<file path="config.mk">
export PLATFORM = sky130hd
export DESIGN_NAME = npr_slave
export DESIGN_NICKNAME = d
export VERILOG_FILES = /design/src/rtl/npr_pkg.sv /design/src/rtl/npr_bus_sync.sv /design/src/rtl/npr_cmd_fsm.sv /design/src/rtl/npr_regfile.sv /design/src/rtl/npr_bulk.sv /design/src/rtl/npr_slave.sv
export SDC_FILE = /design/constraint.sdc
export NUM_CORES = 1
export LEC_CHECK = 0
export ABC_AREA = 1
export BUFFER_PORTS_ARGS = -buffer_cell sky130_fd_sc_hd__buf_2
export CAP_MARGIN = 10
export CORE_AREA = 2 2 155 194
export CTS_CLUSTER_SIZE = 20
export DETAILED_ROUTE_END_ITERATION = 8
export DIE_AREA = 0 0 157 196
export GPL_ROUTABILITY_DRIVEN = 0
export SYNTH_ARGS = -nofsm -noshare
export SYNTH_HDL_FRONTEND = slang
export SYNTH_SLANG_ARGS = --single-unit
</file>
<file path="constraint.sdc">
create_clock -name clk -period 4.55 [get_ports clk]
set_clock_uncertainty 0.05 [all_clocks]
set_input_delay 0.455 -clock clk [delete_from_list [all_inputs] [get_ports clk]]
set_output_delay 0.455 -clock clk [all_outputs]
set_load 0.03 [all_outputs]
</file>
<file path="src/rtl/npr_pkg.sv">
package npr_pkg;

    localparam int BYTE_W   = 8;
    localparam int NIB_W    = 4;
    localparam int IDX_W    = 4;
    localparam int STAT_LSB = 3;
    localparam logic [BYTE_W-1:0] IDLE_BYTE = 8'hE0;

    typedef enum logic [2:0] {
        CMD_DATA,
        CMD_WADDR,
        CMD_RADDR,
        CMD_END,
        CMD_NONE
    } cmd_e;

    typedef enum logic [1:0] {
        PH_IDLE,
        PH_WRITE,
        PH_READ
    } phase_e;

    typedef struct packed {
        cmd_e             cmd;
        logic             hi;
        logic [NIB_W-1:0] nib;
    } bus_word_t;

    typedef struct packed {
        logic             valid;
        logic [IDX_W-1:0] idx;
        logic [1:0]       mask;
        logic [NIB_W-1:0] lo;
        logic [NIB_W-1:0] hi;
    } commit_t;

    typedef struct packed {
        logic             valid;
        logic             hi;
        logic [NIB_W-1:0] nib;
    } bulk_t;

    function automatic bus_word_t decode_byte(input logic [BYTE_W-1:0] b);
        bus_word_t w;
        w.hi  = b[4];
        w.nib = b[3:0];
        case (b[7:5])
            3'b111:  w.cmd = CMD_END;
            3'b010:  w.cmd = CMD_WADDR;
            3'b110:  w.cmd = CMD_RADDR;
            3'b000:  w.cmd = CMD_DATA;
            default: w.cmd = CMD_NONE;
        endcase
        return w;
    endfunction

endpackage

</file>
<file path="src/rtl/npr_bus_sync.sv">
module npr_bus_sync #(
    parameter int W = 8,
    parameter int STAGES = 2,
    parameter logic [W-1:0] RST_VAL = '0
) (
    input  logic         clk,
    input  logic         rst,
    input  logic [W-1:0] bus_in,
    output logic [W-1:0] bus_byte,
    output logic         bus_evt
);
    logic [W-1:0] stg [STAGES];
    logic [W-1:0] prev;

    generate
        for (genvar g = 0; g < STAGES; g++) begin : g_stage
            if (g == 0) begin : g_first
                always_ff @(posedge clk) begin
                    if (rst) stg[g] <= RST_VAL;
                    else     stg[g] <= bus_in;
                end
            end else begin : g_next
                always_ff @(posedge clk) begin
                    if (rst) stg[g] <= RST_VAL;
                    else     stg[g] <= stg[g-1];
                end
            end
        end
    endgenerate

    always_ff @(posedge clk) begin
        if (rst) prev <= RST_VAL;
        else     prev <= stg[STAGES-1];
    end

    assign bus_byte = stg[STAGES-1];
    assign bus_evt  = (stg[STAGES-1] != prev);
endmodule

</file>
<file path="src/rtl/npr_cmd_fsm.sv">
module npr_cmd_fsm
    import npr_pkg::*;
(
    input  logic                     clk,
    input  logic                     rst,
    input  logic                     bus_evt,
    input  logic [BYTE_W-1:0]        bus_byte,
    output commit_t                  cmt,
    output bulk_t                    blk,
    output logic                     rd_active,
    output logic [IDX_W-1:0]         rd_idx,
    output logic                     rd_hi
);
    bus_word_t        w;
    phase_e           phase;
    logic [IDX_W-1:0] idx;
    logic             hi_sel;
    logic [NIB_W-1:0] pend_lo, pend_hi;
    logic [1:0]       dirty;

    assign w = decode_byte(bus_byte);

    always_ff @(posedge clk) begin
        if (rst) begin
            phase   <= PH_IDLE;
            idx     <= '0;
            hi_sel  <= 1'b0;
            pend_lo <= '0;
            pend_hi <= '0;
            dirty   <= '0;
            cmt     <= '0;
            blk     <= '0;
        end else begin
            cmt.valid <= 1'b0;
            blk.valid <= 1'b0;
            if (bus_evt) begin
                case (w.cmd)
                    CMD_END: begin
                        cmt.valid <= (phase == PH_WRITE) && (dirty != 2'b00);
                        cmt.idx   <= idx;
                        cmt.mask  <= dirty;
                        cmt.lo    <= pend_lo;
                        cmt.hi    <= pend_hi;
                        phase     <= PH_IDLE;
                        idx       <= '0;
                        hi_sel    <= 1'b0;
                        dirty     <= '0;
                    end
                    CMD_WADDR: begin
                        phase  <= PH_WRITE;
                        idx    <= w.nib;
                        hi_sel <= w.hi;
                        dirty  <= '0;
                    end
                    CMD_RADDR: begin
                        phase  <= PH_READ;
                        idx    <= w.nib;
                        hi_sel <= w.hi;
                        dirty  <= '0;
                    end
                    CMD_DATA: begin
                        if (phase == PH_WRITE) begin
                            if (w.hi) begin
                                pend_hi  <= w.nib;
                                dirty[1] <= 1'b1;
                            end else begin
                                pend_lo  <= w.nib;
                                dirty[0] <= 1'b1;
                            end
                        end else if (phase == PH_IDLE) begin
                            blk.valid <= 1'b1;
                            blk.hi    <= w.hi;
                            blk.nib   <= w.nib;
                        end
                    end
                    default: ;
                endcase
            end
        end
    end

    assign rd_active = (phase == PH_READ);
    assign rd_idx    = idx;
    assign rd_hi     = hi_sel;
endmodule

</file>
<file path="src/rtl/npr_regfile.sv">
module npr_regfile
    import npr_pkg::*;
#(
    parameter int NUM_REGS = 15,
    parameter int PTR_REG  = 14
) (
    input  logic              clk,
    input  logic              rst,
    input  commit_t           cmt,
    input  logic [IDX_W-1:0]  rd_idx,
    input  logic              rd_hi,
    output logic [NIB_W-1:0]  rd_nib,
    output logic              ptr_load,
    output logic [BYTE_W-1:0] ptr_val
);
    logic [BYTE_W-1:0] mem [NUM_REGS];
    logic [BYTE_W-1:0] old_val, new_val, rd_byte;
    logic              idx_ok;

    always_comb begin
        old_val = '0;
        rd_byte = '0;
        idx_ok  = 1'b0;
        for (int i = 0; i < NUM_REGS; i++) begin
            if (cmt.idx == IDX_W'(i)) begin
                old_val = mem[i];
                idx_ok  = 1'b1;
            end
            if (rd_idx == IDX_W'(i)) rd_byte = mem[i];
        end
        new_val[3:0] = cmt.mask[0] ? cmt.lo : old_val[3:0];
        new_val[7:4] = cmt.mask[1] ? cmt.hi : old_val[7:4];
    end

    generate
        for (genvar g = 0; g < NUM_REGS; g++) begin : g_reg
            always_ff @(posedge clk) begin
                if (rst)
                    mem[g] <= '0;
                else if (cmt.valid && cmt.idx == IDX_W'(g))
                    mem[g] <= new_val;
            end
        end
    endgenerate

    assign rd_nib   = rd_hi ? rd_byte[7:4] : rd_byte[3:0];
    assign ptr_load = cmt.valid && idx_ok && (cmt.idx == IDX_W'(PTR_REG));
    assign ptr_val  = new_val;
endmodule

</file>
<file path="src/rtl/npr_bulk.sv">
module npr_bulk
    import npr_pkg::*;
#(
    parameter int BUF_AW = 8
) (
    input  logic              clk,
    input  logic              rst,
    input  bulk_t             blk,
    input  logic              ptr_load,
    input  logic [BYTE_W-1:0] ptr_val,
    output logic              buf_we,
    output logic [BUF_AW-1:0] buf_addr,
    output logic [BYTE_W-1:0] buf_wdata
);
    logic [NIB_W-1:0]  lo_hold;
    logic [BUF_AW-1:0] ptr;

    always_ff @(posedge clk) begin
        if (rst) begin
            lo_hold   <= '0;
            ptr       <= '0;
            buf_we    <= 1'b0;
            buf_addr  <= '0;
            buf_wdata <= '0;
        end else begin
            buf_we <= 1'b0;
            if (ptr_load) begin
                ptr <= BUF_AW'(ptr_val);
            end else if (blk.valid) begin
                if (blk.hi) begin
                    buf_we    <= 1'b1;
                    buf_addr  <= ptr;
                    buf_wdata <= {blk.nib, lo_hold};
                    ptr       <= ptr + 1'b1;
                end else begin
                    lo_hold <= blk.nib;
                end
            end
        end
    end
endmodule

</file>
<file path="src/rtl/npr_slave.sv">
module npr_slave
    import npr_pkg::*;
#(
    parameter int NUM_REGS    = 15,
    parameter int PTR_REG     = 14,
    parameter int BUF_AW      = 8,
    parameter int SYNC_STAGES = 2
) (
    input  logic              clk,
    input  logic              rst,
    input  logic [7:0]        host_data,
    output logic [7:0]        status_lines,
    output logic              buf_we,
    output logic [BUF_AW-1:0] buf_addr,
    output logic [7:0]        buf_wdata
);
    logic [BYTE_W-1:0] bus_byte;
    logic              bus_evt;
    commit_t           cmt;
    bulk_t             blk;
    logic              rd_active, rd_hi;
    logic [IDX_W-1:0]  rd_idx;
    logic [NIB_W-1:0]  rd_nib;
    logic              ptr_load;
    logic [BYTE_W-1:0] ptr_val;
    logic              cmt_fire;

    npr_bus_sync #(.W(BYTE_W), .STAGES(SYNC_STAGES), .RST_VAL(IDLE_BYTE)) u_sync (
        .clk(clk), .rst(rst), .bus_in(host_data),
        .bus_byte(bus_byte), .bus_evt(bus_evt)
    );

    npr_cmd_fsm u_fsm (
        .clk(clk), .rst(rst), .bus_evt(bus_evt), .bus_byte(bus_byte),
        .cmt(cmt), .blk(blk), .rd_active(rd_active),
        .rd_idx(rd_idx), .rd_hi(rd_hi)
    );

    npr_regfile #(.NUM_REGS(NUM_REGS), .PTR_REG(PTR_REG)) u_regs (
        .clk(clk), .rst(rst), .cmt(cmt), .rd_idx(rd_idx), .rd_hi(rd_hi),
        .rd_nib(rd_nib), .ptr_load(ptr_load), .ptr_val(ptr_val)
    );

    npr_bulk #(.BUF_AW(BUF_AW)) u_bulk (
        .clk(clk), .rst(rst), .blk(blk), .ptr_load(ptr_load), .ptr_val(ptr_val),
        .buf_we(buf_we), .buf_addr(buf_addr), .buf_wdata(buf_wdata)
    );

    assign cmt_fire = cmt.valid;

    always_comb begin
        status_lines = '0;
        if (rd_active) status_lines[STAT_LSB +: NIB_W] = rd_nib;
    end
endmodule

</file>
==> results.sh, run 1 <==
export IMPL_run_status="finished, final reports clean"
export IMPL_first_pass_iters=8
export IMPL_cts_max_path_buffers=3
export IMPL_vias_per_cell=5.12
export IMPL_grt_pass1_wl_um=47300
export IMPL_post_dp_hpwl_um=21600
export IMPL_wl_um=30300
export IMPL_dp_slack_ps=1680
export IMPL_dp_cells=1648
export IMPL_p_leak_nw=4.54
export IMPL_synthToLayoutAreaGrowth_pct=12.7
export IMPL_ys_ff_latch=211
export IMPL_timing_fmax_mhz=297
export IMPL_start_kind="register"
export IMPL_drc=0
export IMPL_clkLatencyLatePin_ps=520
export IMPL_crit_fanout=7
export IMPL_root_buffer="clkbuf_16"
export IMPL_cpMostUsedCell="inv_1"
export IMPL_drtIter0Drc=632
export IMPL_post_cts_buffers=0
export IMPL_finalWorstSetupSlack_ps=1190
export IMPL_power_density_nw_per_um2=399
export IMPL_numCtsBuffers=24
export IMPL_die_h_um=196
export IMPL_antenna_found_initial=0
export IMPL_end_kind="primary output"
export IMPL_syn_area_um2=10300
export IMPL_min_delay_worst_endpoint="u_sync.stg[0][5]"
export IMPL_coreArea_um2=29000
export IMPL_hold_path_class="in -> reg"
export IMPL_hold_path_depth=2
export IMPL_slew_violations=0
export IMPL_htree_levels=1
export IMPL_fp_dieW_um=157
export IMPL_ant_nets=0
export IMPL_synth_distinct_cells=38
export IMPL_vias=8670
export IMPL_worst_path_max_delay_cell="nor2_1"
export IMPL_grt_overflow_total=0
export IMPL_die_area_um2=30800
export IMPL_setup_viol=0
export IMPL_cts_repair_resized=0
export IMPL_reg2reg_from="u_fsm.cmt[14]"
export IMPL_rows=70
export IMPL_cp_data_required_time_ps=4050
export IMPL_final_nets=1290
export IMPL_syn_area_per_cell_um2=8.21
export IMPL_netlist_instances=1252
export IMPL_fin_tns_setup_ps=0
export IMPL_cts_hold_fix_buffers=0
export IMPL_rsz0062_at_grt="false"
export IMPL_synth_warnings=0
export IMPL_grt_pass1_vias=8482
export IMPL_cts_sinks=211
export IMPL_ios=35
export IMPL_port_buffers=30
export IMPL_path_class="reg -> out"
export IMPL_final_layout_size_suffix_gt1_frac=0.109
export IMPL_slowest_delay_ps=540
export IMPL_max_slew_margin=0.192
export IMPL_initial_core_util=0.355
export IMPL_tightest_slew_ps=1200
export IMPL_final_cells=1693
export IMPL_dpl_instance_area_um2=10800
export IMPL_crit_path_cell_trace="inv_1, nor2_1, inv_1, nor2_1, inv_1, o21ai_0, inv_1, nand3_1, nand2_1, nand3_1, nand2_1, nor2_1, buf_2"
export IMPL_drv_cap=0
export IMPL_hp_start="host_data[5]"
export IMPL_period_minus_slack_ps=3360
export IMPL_r2r_slack_ps=1620
export IMPL_nFillCells=2984
export IMPL_grt_max_degree=58
export IMPL_reg2reg_depth=2
export IMPL_wl_per_cell_um=17.9
export IMPL_track_usage=0.198
export IMPL_hold_viol=0
export IMPL_reg2reg_to="u_regs.mem[1][41]"
export IMPL_design_area_um2=11600
export IMPL_cts_reportedPaths_clkPinSlew_ps=60
export IMPL_arrival_ps=2860
export IMPL_min_period_over_period=0.740
export IMPL_total_power_w=0.00463
export IMPL_synth_seq_area_share=0.527
export IMPL_antennaDiodeCount=0
export IMPL_cts_tree="built"
export IMPL_peakVddDrop_mv=0.333
[worst max-delay path: cells and delay by family (launching register included)]
kind | cells | cell delay [ps]
buffers and inverters | 5 | 680
and+or+nand+nor | 7 | 1070
AOI/OAI and AO/OA | 1 | 200
DFF | 1 | 400
[sequential cells by signal, indices dropped and copies added (netlist names), 6 cells and up]
register and flops:
u_fsm.cmt 15, u_bulk.ptr 8, u_regs.mem 120, u_fsm.blk 6, u_bulk.buf_wdata 8, u_bulk.buf_addr 8, u_sync.stg 16, u_sync.prev 8
[per-stage QoR]
step	hold WS [ps]	utilization
detailed placement	343	0.371
finish	68.8	0.400
global placement	339	0.371
floorplan	338	-
global route	60.8	0.400
CTS	51.3	0.399
[report_power, final]
group	leakage, nW	internal, W	switching [W]
Combinational	2.15	0.000106	0.000390
Clock	0.413	0.00122	0.000787
Sequential	1.98	0.00207	0.0000489
Total	4.54	0.00340	0.00123
[per-layer routing]
layer / vias to the layer above / track usage / routed length [um]
met5: - / 0 / 0
met3: 94 / 0.0252 / 1660
met2: 338 / 0.341 / 14800
met4: 0 / 0.100 / 1550
met1: 4041 / 0.243 / 12300
li1: 4197 / - / -
[synth_stat cells, drive strengths merged]
master / count / area share
nand2: 277 / 0.11
a21oi: 169 / 0.084
inv: 157 / 0.057
nor2: 135 / 0.055
edfxtp: 120 / 0.35
dfxtp: 91 / 0.18
nand3: 86 / 0.045
o21ai: 85 / 0.041
nand4: 31 / 0.021
or2: 28 / 0.017
buf: 22 / 0.018
clkbuf: 21 / 0.0077
xnor2: 8 / 0.0068
nor3: 7 / 0.0034
o31ai: 5 / 0.0037
and3: 2 / 0.0012
xor2: 2 / 0.0017
a211oi: 1 / 0.00073
conb: 1 / 0.00036
ha: 1 / 0.0012
nand3b: 1 / 0.00073
nor4: 1 / 0.00061
o211ai: 1 / 0.00073
[worst max-delay path by stage]
stage	startpoint	to	slack [ps]	cells past startpoint
2_1_floorplan	u_fsm.rd_idx[3]	status_lines[5]	2160	14
3_3_place_gp	u_fsm.cmt[14]	u_regs.mem[0][29]	1680	2
3_5_place_dp	u_fsm.cmt[14]	u_regs.mem[0][28]	1680	2
4_1_cts	u_fsm.rd_idx[3]	status_lines[4]	1170	13
5_1_grt	u_fsm.rd_idx[3]	status_lines[3]	960	14
6_report	u_fsm.rd_idx[3]	status_lines[4]	1190	13
[cells by family after synthesis]
group | count (synthesis) | synth area share
adders and majority gates | 1 | 0.00122
and+or+nand+nor | 568 | 0.249
DFF | 211 | 0.527
AOI/OAI and AO/OA | 261 | 0.131
xor gates and xnor gates | 10 | 0.00852
buffers and inverters | 200 | 0.0830
other | 1 | 0.000365
[final cells by class]
cell class              count  area, um2  share of cell area
flip-flops and latches    211       5430               0.468
multi-input cells         844       4020               0.347
clock buffers              34        722              0.0623
inverters                 157        589              0.0509
well taps                 396        495              0.0428
repair buffers             41        233              0.0201
clock inverters            10        104             0.00896
[cells in the final DEF, fill, tap and decap left out, drive strengths merged, types with 7 or more instances in the layout]
cell type | synthesis | routed
nand3 | 86 | 86
clkbuf | 21 | 35
edfxtp | 120 | 120
xnor2 | 8 | 8
or2 | 28 | 28
nor2 | 135 | 135
dfxtp | 91 | 91
buf | 22 | 40
nor3 | 7 | 7
clkinv | 0 | 7
inv | 157 | 158
o21ai | 85 | 85
a21oi | 169 | 169
nand4 | 31 | 31
nand2 | 277 | 277
Power figures use the tool's default switching activity.
==> inputs of run 2 (changes only) <==
Settings changed: ABC_AREA 1 to 0, CORE_AREA 2 2 155 194 to 2 2 158 199, DIE_AREA 0 0 157 196 to 0 0 160 201.
Clock period 4.55 ns to 2.9 ns, I/O delays scaled along.
==> results.sh, run 2 <==
export IMPL_slew_violations=0
export IMPL_arrival_ps=2560
export IMPL_finalWorstSetupSlack_ps=2.21
export IMPL_period_minus_slack_ps=2900
export IMPL_hold_viol=0
export IMPL_grt_pass1_wl_um=53000
export IMPL_dp_slack_ps=-67.4
export IMPL_yosysTopAreaCell="edfxtp_1"
export IMPL_grt_max_degree=80
export IMPL_ys_top_cells_by_area="edfxtp_1 33%, dfxtp_1 17%, nor2_1 7.3%"
export IMPL_fp_dieW_um=160
export IMPL_synth_distinct_cells=87
export IMPL_path_class="reg -> out"
export IMPL_finish_utilization=0.416
export IMPL_initial_core_util=0.353
export IMPL_rsz0062_at_grt="true"
export IMPL_ios=35
export IMPL_drc=0
export IMPL_synth_top_area_share=0.335
export IMPL_track_usage=0.214
export IMPL_clkLatencyLatePin_ps=520
export IMPL_setup_viol=0
export IMPL_die_area_um2=32200
export IMPL_cts_tree="built"
export IMPL_syn_area_um2=10800
export IMPL_numCtsBuffers=23
export IMPL_regArea_um2=5440
export IMPL_cp_data_required_time_ps=2560
export IMPL_root_buffer="clkbuf_16"
export IMPL_synth_main_ff_cell="edfxtp_1"
export IMPL_grt_pass1_vias=8682
export IMPL_grt_overflow_total=0
export IMPL_post_dp_hpwl_um=25900
export IMPL_vias=9024
export IMPL_cts_max_path_buffers=3
export IMPL_end_kind="primary output"
export IMPL_drtIter0Drc=993
export IMPL_cts_reportedPaths_clkPinSlew_ps=60
export IMPL_final_nets=1154
export IMPL_largestRegisters="u_regs.mem: 120 flops, u_sync.stg: 16 flops, u_fsm.cmt: 15 flops"
export IMPL_synth_seq_area_share=0.504
export IMPL_largest_register="u_regs.mem"
export IMPL_vias_per_cell=5.76
export IMPL_rows=72
export IMPL_htree_levels=1
export IMPL_final_layout_size_suffix_gt1_frac=0.188
export IMPL_netlist_instances=1084
export IMPL_coreArea_um2=30400
export IMPL_hold_path_class="in -> reg"
export IMPL_first_pass_iters=5
export IMPL_timing_fmax_mhz=345
export IMPL_synthToLayoutAreaGrowth_pct=17.8
export IMPL_total_power_w=0.00678
export IMPL_synth_warnings=0
export IMPL_wl_um=35200
export IMPL_drv_cap=0
export IMPL_power_density_nw_per_um2=535
export IMPL_synth_common_cells="208 x nor2_1, 120 x edfxtp_1, 91 x dfxtp_1, 77 x nand2_1, 61 x a21oi_1"
export IMPL_synth_edf_count=120
export IMPL_final_common_cell="nor2_1"
export IMPL_max_slew_margin=0.495
export IMPL_layout_common_cells="206 x nor2_1, 120 x edfxtp_1, 85 x dfxtp_1, 75 x nand2_1, 71 x buf_4"
export IMPL_nFillCells=2998
export IMPL_tightest_slew_ps=758
export IMPL_antennaDiodeCount=0
export IMPL_wl_per_cell_um=22.5
export IMPL_ys_ff_latch=211
export IMPL_peakVddDrop_mv=0.462
export IMPL_crit_fanout=12
export IMPL_syn_area_per_cell_um2=9.93
export IMPL_cts_sinks=211
export IMPL_synthArstFlopShare=0
export IMPL_run_status="finished, final reports clean"
export IMPL_synth_most_common_cell="nor2_1"
export IMPL_antenna_found_initial=0
export IMPL_min_period_over_period=0.999
export IMPL_die_h_um=201
export IMPL_largest_reg_flops=120
export IMPL_ant_nets=0
export IMPL_multiInputGateArea_um2=4930
export IMPL_port_buffers=30
export IMPL_p_leak_nw=4.61
export IMPL_start_kind="register"
==> run 2: cell count changes after synthesis, moves of 13 or more <==
cell	delta
o22ai_1	+17
nand2_1	-189
o21ai_0	-52
inv_1	-140
nand2b_1	+25
nor2b_1	+34
nor2_1	+86
a21oi_1	-103
buf_2	+23
mux2i_1	+55
clkbuf_1	+13
nand3_1	-50
nand4_1	-19
==> run 2: worst max-delay path, cell delays in order, from the launching register on <==
cell     delay, ps
dfxtp_4        430
buf_4          230
buf_4          230
mux2i_1        190
o21ai_0        100
o21ai_0        230
nand4_1        160
and3_1         260
buf_2          200
==> run 2: repair_timing <==
action / 4_1_cts / 5_1_grt
hold endpoints to repair: 8 / 0
setup endpoints to repair: 4 / 4
pin swaps: 3 / 5
buffers inserted: 6 / 0
gates resized for setup: 19 / 26
hold buffers: 8 / 0
==> run 2: layout make-up <==
class / instances / share of cell area
multi-input cells: 771 / 0.389
inverters: 18 / 0.00563
clock buffers: 38 / 0.0580
flip-flops and latches: 211 / 0.429
repair buffers: 118 / 0.0723
well taps: 407 / 0.0402
clock inverters: 4 / 0.00592
==> run 2: metrics by stage <==
| step | hold slack [ps] | setup TNS (ps) | cells | area (um2) |
|---|---|---|---|---|
| 6_report | 59.7 | 0 | 1567 | 12700 |
| 5_1_grt | 66.1 | -100 | 1567 | 12700 |
| 4_1_cts | 41.5 | -40.9 | 1567 | 12600 |
| 3_5_place_dp | 348 | -67.4 | 1511 | 11600 |
| 3_3_place_gp | 344 | -35.7 | 1511 | 11600 |
| 2_1_floorplan | 339 | 0 | 1087 | 10800 |
==> run 2: cells by family after synthesis <==
family | after synthesis | synth area share
AOI/OAI and AO/OA | 231 | 0.156
xor gates and xnor gates | 15 | 0.0122
adders and majority gates | 1 | 0.00116
buffers and inverters | 105 | 0.0503
DFF | 211 | 0.504
muxes | 72 | 0.0829
other | 1 | 0.000348
and+or+nand+nor | 448 | 0.193
==> run 2: layer usage <==
layer	vias up	part of all wire	GRT usage
met4	0	0.068	0.122
li1	4038	-	-
met1	4328	0.38	0.268
met2	508	0.47	0.350
met3	150	0.083	0.0357
met5	-	0	0
==> run 2: where the power goes <==
group          total, W  leakage (nW)  internal (W)  switching, W
Clock           0.00310         0.400       0.00191       0.00119
Combinational  0.000361          2.23      0.000133      0.000228
Sequential      0.00331          1.98       0.00323     0.0000812
Total           0.00678          4.61       0.00527       0.00150
==> run 2: final timing paths <==
kind | depth (start not counted) | startpoint | endpoint | slack (ps)
hold reg to reg | 1 | u_sync.stg[0][5] | u_sync.stg[1][5] | 350
setup / recovery | 8 | u_fsm.rd_idx[0] | status_lines[3] | 2
hold / removal | 2 | rst | u_fsm.rd_idx[0] | 60
setup reg to reg | 7 | u_fsm.cmt[13] | u_regs.mem[1][13] | 140
==> inputs of run 3 (changes only) <==
Settings changed: BUFFER_PORTS_ARGS -buffer_cell sky130_fd_sc_hd__buf_2 to -buffer_cell sky130_fd_sc_hd__buf_4, CTS_CLUSTER_SIZE 20 to default.
==> results.sh, run 3 (synthesis gave the netlist of run 2 again) <==
export IMPL_start_kind="register"
export IMPL_max_slew_margin=0.524
export IMPL_hold_viol=0
export IMPL_ant_nets=0
export IMPL_power_density_nw_per_um2=527
export IMPL_drc=0
export IMPL_largest_reg_flops=120
export IMPL_vias=9238
export IMPL_layout_common_cells="206 x nor2_1, 120 x edfxtp_1, 98 x buf_4, 86 x dfxtp_1, 74 x nand2_1"
export IMPL_largest_register="u_regs.mem"
export IMPL_period_minus_slack_ps=2890
export IMPL_p_leak_nw=4.60
export IMPL_vias_per_cell=5.90
export IMPL_final_layout_size_suffix_gt1_frac=0.187
export IMPL_root_buffer="clkbuf_16"
export IMPL_largestRegisters="u_regs.mem: 120 flops, u_sync.stg: 16 flops, u_fsm.cmt: 15 flops"
export IMPL_antenna_found_initial=0
export IMPL_cts_tree="built"
export IMPL_dpl_instance_area_um2=11600
export IMPL_grt_pass1_wl_um=54200
export IMPL_design_area_um2=12800
export IMPL_timing_fmax_mhz=346
export IMPL_first_pass_iters=7
export IMPL_arrival_ps=2550
export IMPL_cts_max_path_buffers=3
export IMPL_cts_sinks=211
export IMPL_min_period_over_period=0.995
export IMPL_grt_max_degree=52
export IMPL_fp_dieW_um=160
export IMPL_setup_viol=0
export IMPL_port_buffers=30
export IMPL_initial_core_util=0.353
export IMPL_drv_cap=0
export IMPL_tightest_slew_ps=713
export IMPL_rows=72
export IMPL_crit_fanout=4
export IMPL_cts_reportedPaths_clkPinSlew_ps=60
export IMPL_post_dp_hpwl_um=26100
export IMPL_grt_pass1_vias=8888
export IMPL_die_area_um2=32200
export IMPL_hold_path_class="reg -> reg"
export IMPL_clkLatencyLatePin_ps=520
export IMPL_synthToLayoutAreaGrowth_pct=18.7
export IMPL_final_cells=1567
export IMPL_drtIter0Drc=1101
export IMPL_end_kind="primary output"
export IMPL_track_usage=0.220
export IMPL_nFillCells=2997
export IMPL_final_common_cell="nor2_1"
export IMPL_ios=35
export IMPL_wl_per_cell_um=23.3
export IMPL_grt_overflow_total=0
export IMPL_rsz0062_at_grt="true"
export IMPL_whs_ps=357
export IMPL_final_nets=1154
export IMPL_dp_cells=1502
export IMPL_die_h_um=201
export IMPL_cp_data_required_time_ps=2560
export IMPL_path_class="reg -> out"
export IMPL_slew_violations=0
export IMPL_peakVddDrop_mv=0.731
export IMPL_run_status="finished, final reports clean"
export IMPL_wl_um=36600
export IMPL_numCtsBuffers=22
export IMPL_coreArea_um2=30400
export IMPL_htree_levels=1
[run 3: cell count changes in the layout (fill, tap and decap cells not counted), sizes merged, moves of 2 or more]
| cell | delta |
|---|---|
| clkbuf | -10 |
| clkinv | +7 |
| clkinvlp | +3 |
| buf | -2 |
| inv | -2 |
[run 3: worst paths after layout]
| path | from | end | slack, ps | cells after the start |
|---|---|---|---|---|
| worst min-delay path | u_sync.stg[0][5] | u_sync.stg[1][5] | 360 | 1 |
| worst min register to register | u_sync.stg[0][5] | u_sync.stg[1][5] | 360 | 1 |
| worst max register to register | u_fsm.cmt[11] | u_regs.mem[1][23] | 80 | 7 |
| worst max-delay path | u_fsm.rd_idx[1] | status_lines[6] | 10 | 8 |
[run 3: through the flow]
stage | utilization | setup WS [ps] | TNS (ps) | total power, W
after detailed placement | 0.381 | 243 | 0 | 0.00372
after CTS | 0.413 | 8.73 | 0 | 0.00677
after floorplan | - | 226 | 0 | 0.00357
final | 0.419 | 13.2 | 0 | 0.00673
after global routing | 0.419 | -59.3 | -76.7 | 0.00691
after global placement | 0.381 | 163 | 0 | 0.00372
[run 3: timing repair]
action                     in CTS  in global routing
gates resized for setup        18                 23
hold buffers                    9                  0
buffers inserted                3                 10
setup endpoints to repair       4                  4
pin swaps                       3                  4
hold endpoints to repair       10                  0
cloned                          1                  1
[run 3: critical path, stage by stage (launching register included)]
cell,delay [ps]
dfxtp_4,420
mux2_2,360
a221o_1,290
nand3_1,80
o21ai_0,110
a2111oi_2,410
nor4_2,70
buf_4,160
buf_6,130
[run 3: cell type report]
| type | instances | area, um2 | share of cell area |
|---|---|---|---|
| Sequential cell | 211 | 5440 | 0.426 |
| Multi-Input combinational cell | 771 | 4900 | 0.384 |
| Timing Repair Buffer | 119 | 1050 | 0.0821 |
| Clock buffer | 27 | 653 | 0.0511 |
| Tap cell | 407 | 509 | 0.0399 |
| Clock inverter | 13 | 141 | 0.0111 |
| Inverter | 18 | 75.1 | 0.00588 |
| Antenna cell | 1 | 2.50 | 0.000196 |
[run 3: routing by layer]
layer  global-route usage  part of all wire  vias to the layer above
met5                    0                 0                        -
met4                0.140             0.080                        0
met3               0.0537              0.10                      208
met2                0.357              0.45                      601
met1                0.262              0.36                     4383
li1                     -                 -                     4046
[run 3: power by group]
| part | internal (W) | switching [W] | total [W] |
|---|---|---|---|
| Sequential | 0.00323 | 0.0000879 | 0.00332 |
| Clock | 0.00186 | 0.00118 | 0.00305 |
| Combinational | 0.000135 | 0.000232 | 0.000368 |
